## config.mk

```make
export PLATFORM = sky130hd
export DESIGN_NAME = sram_ft_core
export DESIGN_NICKNAME = d
export VERILOG_FILES = /design/src/rtl/sram_ft_pkg.sv /design/src/rtl/sram_ft_sleep_sync.sv /design/src/rtl/sram_ft_wr_decode.sv /design/src/rtl/sram_ft_array.sv /design/src/rtl/sram_ft_core.sv
export SDC_FILE = /design/constraint.sdc
export NUM_CORES = 1
export LEC_CHECK = 0
export BUFFER_PORTS_ARGS = -buffer_cell sky130_fd_sc_hd__buf_2
export CORE_UTILIZATION = 30
export CTS_CLUSTER_DIAMETER = 50
export DETAILED_ROUTE_END_ITERATION = 10
export GPL_TIMING_DRIVEN = 0
export HOLD_SLACK_MARGIN = 0.06
export PLACE_DENSITY_LB_ADDON = 0.08
export SLEW_MARGIN = 20
export SYNTH_ARGS = -nofsm -noshare
export SYNTH_HDL_FRONTEND = slang
export SYNTH_HIERARCHICAL = 1
export SYNTH_SLANG_ARGS = --single-unit
export TNS_END_PERCENT = 100
```

## constraint.sdc

```tcl
create_clock -name clk -period 4.6 [get_ports clk]
set_clock_uncertainty 0.1 [all_clocks]
set_input_delay 0.23 -clock clk [delete_from_list [all_inputs] [get_ports clk]]
set_output_delay 0.23 -clock clk [all_outputs]
set_load 0.05 [all_outputs]
```

## src/rtl/sram_ft_pkg.sv

```systemverilog
package sram_ft_pkg;

  typedef enum logic [1:0] {
    ACC_IDLE  = 2'd0,
    ACC_READ  = 2'd1,
    ACC_WRITE = 2'd2
  } acc_kind_e;

endpackage

```

## src/rtl/sram_ft_sleep_sync.sv

```systemverilog
module sram_ft_sleep_sync (
  input  logic clk,
  input  logic rst_n,
  input  logic zz,
  output logic blk
);

  logic z1_q, z2_q;
  logic z1_d, z2_d;

  always_comb begin
    z1_d = zz;
    z2_d = z1_q;
  end

  always_ff @(posedge clk or negedge rst_n) begin
    if (!rst_n) begin
      z1_q <= 1'b0;
      z2_q <= 1'b0;
    end else begin
      z1_q <= z1_d;
      z2_q <= z2_d;
    end
  end

  // blocked from the raw request until the second stage clears
  assign blk = zz | z1_q | z2_q;

endmodule

```

## src/rtl/sram_ft_wr_decode.sv

```systemverilog
module sram_ft_wr_decode #(
  parameter int LANES = 4
) (
  input  logic             gw_n,
  input  logic             bwe_n,
  input  logic [LANES-1:0] bw_n,
  output logic             is_write,
  output logic [LANES-1:0] lane_we
);

  always_comb begin
    is_write = !gw_n || !bwe_n;
    for (int i = 0; i < LANES; i++) begin
      if (!gw_n)       lane_we[i] = 1'b1;
      else if (!bwe_n) lane_we[i] = !bw_n[i];
      else             lane_we[i] = 1'b0;
    end
  end

endmodule

```

## src/rtl/sram_ft_array.sv

```systemverilog
module sram_ft_array #(
  parameter int DEPTH  = 16,
  parameter int LANES  = 4,
  parameter int LANE_W = 9,
  parameter int AW     = 4
) (
  input  logic                    clk,
  input  logic [LANES-1:0]        we,
  input  logic [AW-1:0]           waddr,
  input  logic [LANES*LANE_W-1:0] wdata,
  input  logic [AW-1:0]           raddr,
  output logic [LANES*LANE_W-1:0] rdata
);

  for (genvar g = 0; g < LANES; g++) begin : g_lane
    logic [LANE_W-1:0] mem [DEPTH];

    always_ff @(posedge clk) begin
      if (we[g]) mem[waddr] <= wdata[g*LANE_W +: LANE_W];
    end

    assign rdata[g*LANE_W +: LANE_W] = mem[raddr];
  end

endmodule

```

## src/rtl/sram_ft_core.sv

```systemverilog
module sram_ft_core
  import sram_ft_pkg::*;
#(
  parameter int DEPTH  = 16,
  parameter int LANES  = 4,
  parameter int LANE_W = 9,
  localparam int AW    = (DEPTH > 1) ? $clog2(DEPTH) : 1,
  localparam int DW    = LANES * LANE_W
) (
  input  logic             clk,
  input  logic             rst_n,
  input  logic [AW-1:0]    acc_addr,
  input  logic             acc_sel,
  input  logic             acc_strobe,
  input  logic             gw_n,
  input  logic             bwe_n,
  input  logic [LANES-1:0] bw_n,
  input  logic [DW-1:0]    wr_data,
  output logic [DW-1:0]    rd_data,
  output logic             rd_drive,
  input  logic             oe_n,
  input  logic             zz
);

  logic             blk;
  logic             is_write;
  logic [LANES-1:0] lane_we;
  logic [LANES-1:0] lane_we_g;
  logic             wr_req;
  acc_kind_e        kind;

  logic [AW-1:0]    addr_q, addr_d;
  logic             rd_act_q, rd_act_d;

  sram_ft_sleep_sync i_sleep (
    .clk   (clk),
    .rst_n (rst_n),
    .zz    (zz),
    .blk   (blk)
  );

  sram_ft_wr_decode #(.LANES(LANES)) i_dec (
    .gw_n     (gw_n),
    .bwe_n    (bwe_n),
    .bw_n     (bw_n),
    .is_write (is_write),
    .lane_we  (lane_we)
  );

  // classify the access presented for the coming edge
  always_comb begin
    if (blk || !acc_sel) kind = ACC_IDLE;
    else if (is_write)   kind = ACC_WRITE;
    else                 kind = ACC_READ;
  end

  assign wr_req    = acc_sel && is_write;
  assign lane_we_g = (kind == ACC_WRITE) ? lane_we : '0;

  always_comb begin
    addr_d   = addr_q;
    rd_act_d = rd_act_q;
    case (kind)
      ACC_READ: begin
        addr_d = acc_addr;
        if (acc_strobe) rd_act_d = 1'b1;
      end
      ACC_WRITE: begin
        addr_d   = acc_addr;
        rd_act_d = 1'b0;
      end
      default: rd_act_d = 1'b0;
    endcase
  end

  always_ff @(posedge clk or negedge rst_n) begin
    if (!rst_n) begin
      addr_q   <= '0;
      rd_act_q <= 1'b0;
    end else begin
      addr_q   <= addr_d;
      rd_act_q <= rd_act_d;
    end
  end

  sram_ft_array #(
    .DEPTH  (DEPTH),
    .LANES  (LANES),
    .LANE_W (LANE_W),
    .AW     (AW)
  ) i_array (
    .clk   (clk),
    .we    (lane_we_g),
    .waddr (acc_addr),
    .wdata (wr_data),
    .raddr (addr_q),
    .rdata (rd_data)
  );

  assign rd_drive = !oe_n && rd_act_q && !wr_req && !blk;

endmodule

```

==> results.sh <==
export IMPL_status="finished with violations"
export IMPL_failed_checks="design-rule violations"
export IMPL_cts_root_buf="clkbuf_16"
export IMPL_total_power_w=0.0134
export IMPL_yosys_area_share_simple=0.0325
export IMPL_reg2regPathDepth=6
export IMPL_numCtsBuffers=72
export IMPL_max_cap_violations=0
export IMPL_rsz0062_at_grt="false"
export IMPL_track_usage=0.160
export IMPL_syn_area_per_cell_sq_um=22.4
export IMPL_postCtsHoldBufs=45
export IMPL_finalCriticalPeriod_ps=3610
export IMPL_via_per_inst=4.85
export IMPL_htree_num_levels=3
export IMPL_synth_compound_area_share=0.0255
export IMPL_initial_core_util=0.305
export IMPL_antenna_found_initial=0
export IMPL_ys_types=24
export IMPL_timing_final_crit_share=0.784
export IMPL_synth_area_leader_cell="edfxtp_1"
export IMPL_sequential_cell_area_sq_um=17500
export IMPL_cellLeakagePower_nw=8.51
export IMPL_synth_most_common_cell="edfxtp_1"
export IMPL_max_slew_margin_rel=0.290
export IMPL_synth_nets=1048
export IMPL_dp_hpwl_mm=36.6
export IMPL_routedWlPerCell_microns=26.8
export IMPL_synth_ff_type="edfxtp_1"
export IMPL_cts_resized_gates=0
export IMPL_cp_start_kind="register"
export IMPL_worstHoldPathCells=4
export IMPL_synth_xor_area_frac=0
export IMPL_clk_pin_slew_worst_paths_ps=50
export IMPL_post_cts_setup_buffers=0
export IMPL_hold_viol_final=0
export IMPL_drcViolationCount=8
export IMPL_yosys_top_cells_area="edfxtp_1 77%, mux4_2 15%, a22oi_1 2.4%"
export IMPL_io_buffers=88
export IMPL_drt_total_wl_mm=59.4
export IMPL_die_w_microns=275
export IMPL_min_path_type="input pin to register"
export IMPL_drt_iter0_markers=984
export IMPL_crit_required_ps=4270
export IMPL_fill_cells=6823
export IMPL_rows=99
export IMPL_design_die_area_sq_um=75600
export IMPL_max_clock_freq_mhz=277
export IMPL_clock_sinks=583
export IMPL_synth_top_family_by_area="multiplexers"
export IMPL_place_congestion=0.716
export IMPL_ioPinCount=89
export IMPL_clkLatencyLatePin_ps=580
export IMPL_cts_tree="built"
export IMPL_tns_ps=0
export IMPL_gr_total_overflow=0
export IMPL_ant_nets=0
export IMPL_grt_max_degree=17
export IMPL_netlist_area_leader_share=0.774
export IMPL_ys_async_sr_fraction=0.0120
export IMPL_cp_arrival_ps=3280
export IMPL_vias=10800
export IMPL_ys_ff_latch=583
export IMPL_nets=1255
export IMPL_synth_seq_area_share=0.782
export IMPL_synthesis_area_sq_um=22400
export IMPL_synth_edf_count=576
export IMPL_grt_pass1_wl_mm=84.1
export IMPL_area_delta_synth_final_pct=19.4
export IMPL_yosysWarnings=6
export IMPL_muxShareOfSynthArea=0.148
export IMPL_cts_buffer_depth=3
export IMPL_synth_common_cells="576 x edfxtp_1, 144 x mux4_2, 72 x a22oi_1"
export IMPL_die_h_microns=275
export IMPL_finalSetupViolCount=0
export IMPL_synthAdderAreaFrac=0
export IMPL_core_area_sq_um=73300
export IMPL_drive_above_1_share=0.292
export IMPL_drv_slew=0
export IMPL_tightest_slew_ps=1060
export IMPL_crit_fanout=10
export IMPL_multi_input_area_sq_um=4600
export IMPL_grt_pass1_vias=11200
export IMPL_crit_type="register to primary output"
export IMPL_end_kind="primary output"
export IMPL_drt_pre_antenna_iters=10
export IMPL_syn_instance_count=996
export IMPL_ir_worst_vdd_uv=240
export IMPL_p_per_area_nw_per_um2=504
## placed cells by master, fill, tap and decap left out, types with 2 or more instances in the layout
master           n
nor2b_1          2
mux4_2         144
dfrtp_1          7
clkbuf_1        39
clkinv_2         7
buf_6            8
nand2_1         39
clkinvlp_4       6
and2_1          65
clkinv_1        12
buf_2          103
clkinv_4         5
nand2b_1         4
and3_2           4
dlygate4sd3_1   45
mux2_4           4
edfxtp_1       576
a22oi_1         72
nor2_1          10
o21ai_1          4
buf_1            4
clkbuf_16       78
nor3_1           6
diode_2          2
## final cells by class
| cell class | instances | share of cell area |
|---|---|---|
| sequential | 583 | 0.654 |
| multi-input combinational | 360 | 0.172 |
| clock buffer | 94 | 0.0754 |
| tap | 959 | 0.0449 |
| timing repair buffer | 133 | 0.0334 |
| buffer | 52 | 0.0105 |
| clock inverter | 34 | 0.00881 |
| antenna | 2 | 0.000187 |
| inverter | 1 | 0.000141 |
## power by group
part / total [W] / internal (W) / switching (W)
logic: 0.00229 / 0.000786 / 0.00150
clock network: 0.00529 / 0.00315 / 0.00214
registers: 0.00586 / 0.00585 / 0.00000888
## kinds of logic (layout without fill, tap and decap cells)
family | Yosys count | in the layout
AO/OA/AOI/OAI | 77 | 77
buffers and inverters | 53 | 314
flip-flops | 583 | 583
multiplexers | 148 | 148
other | 0 | 2
AND/OR/NAND/NOR | 135 | 135
## critical path: stages, from the launching register on
cell	delay (ps)
dfrtp_1	420
nor2b_1	150
clkbuf_1	620
clkbuf_1	700
a22oi_1	300
nand2_1	190
buf_2	290
## flip-flops by register name, summed over array words and instances, names as in the netlist
register and cells:
i_array/g_lane.mem 576, addr_q 4, i_sleep/z1_q 1, i_sleep/z2_q 1, rd_act_q 1
## worst paths after layout
kind | startpoint | to | slack [ps]
hold reg to reg | i_sleep/z1_q$_DFF_PN0_ | i_sleep/z2_q$_DFF_PN0_ | 270
setup / recovery | addr_q[3]$_DFFE_PN0P_ | rd_data[33] | 990
hold / removal | acc_sel | addr_q[3]$_DFFE_PN0P_ | 120
min in group asynchronous | rst_n | addr_q[0]$_DFFE_PN0P_ | 600
max in group asynchronous | rst_n | rd_act_q$_DFFE_PN0P_ | 3480
setup reg to reg | i_sleep/z1_q$_DFF_PN0_ | i_array/g_lane[2].mem[8][3]$_DFFE_PP_ | 1680
## routing by layer
layer	global-route usage	vias up	wire length, microns
li1	-	4634	-
met1	0.229	5747	27500
met2	0.243	305	27300
met3	0.0359	71	3400
met4	0.0506	0	1210
met5	0	-	0
## stage by stage
step	instances	utilization	cell area, sq um	worst slack [ps]	hold slack, ps
floorplan	996	-	22400	1010	-166
global placement	2043	0.327	24000	1410	-8.70
finish	2218	0.364	26700	994	117
CTS	2216	0.364	26700	832	66.0
detailed placement	2043	0.327	24000	1500	-5.83
global route	2216	0.364	26700	708	121
(Power assumes the default switching activity.)
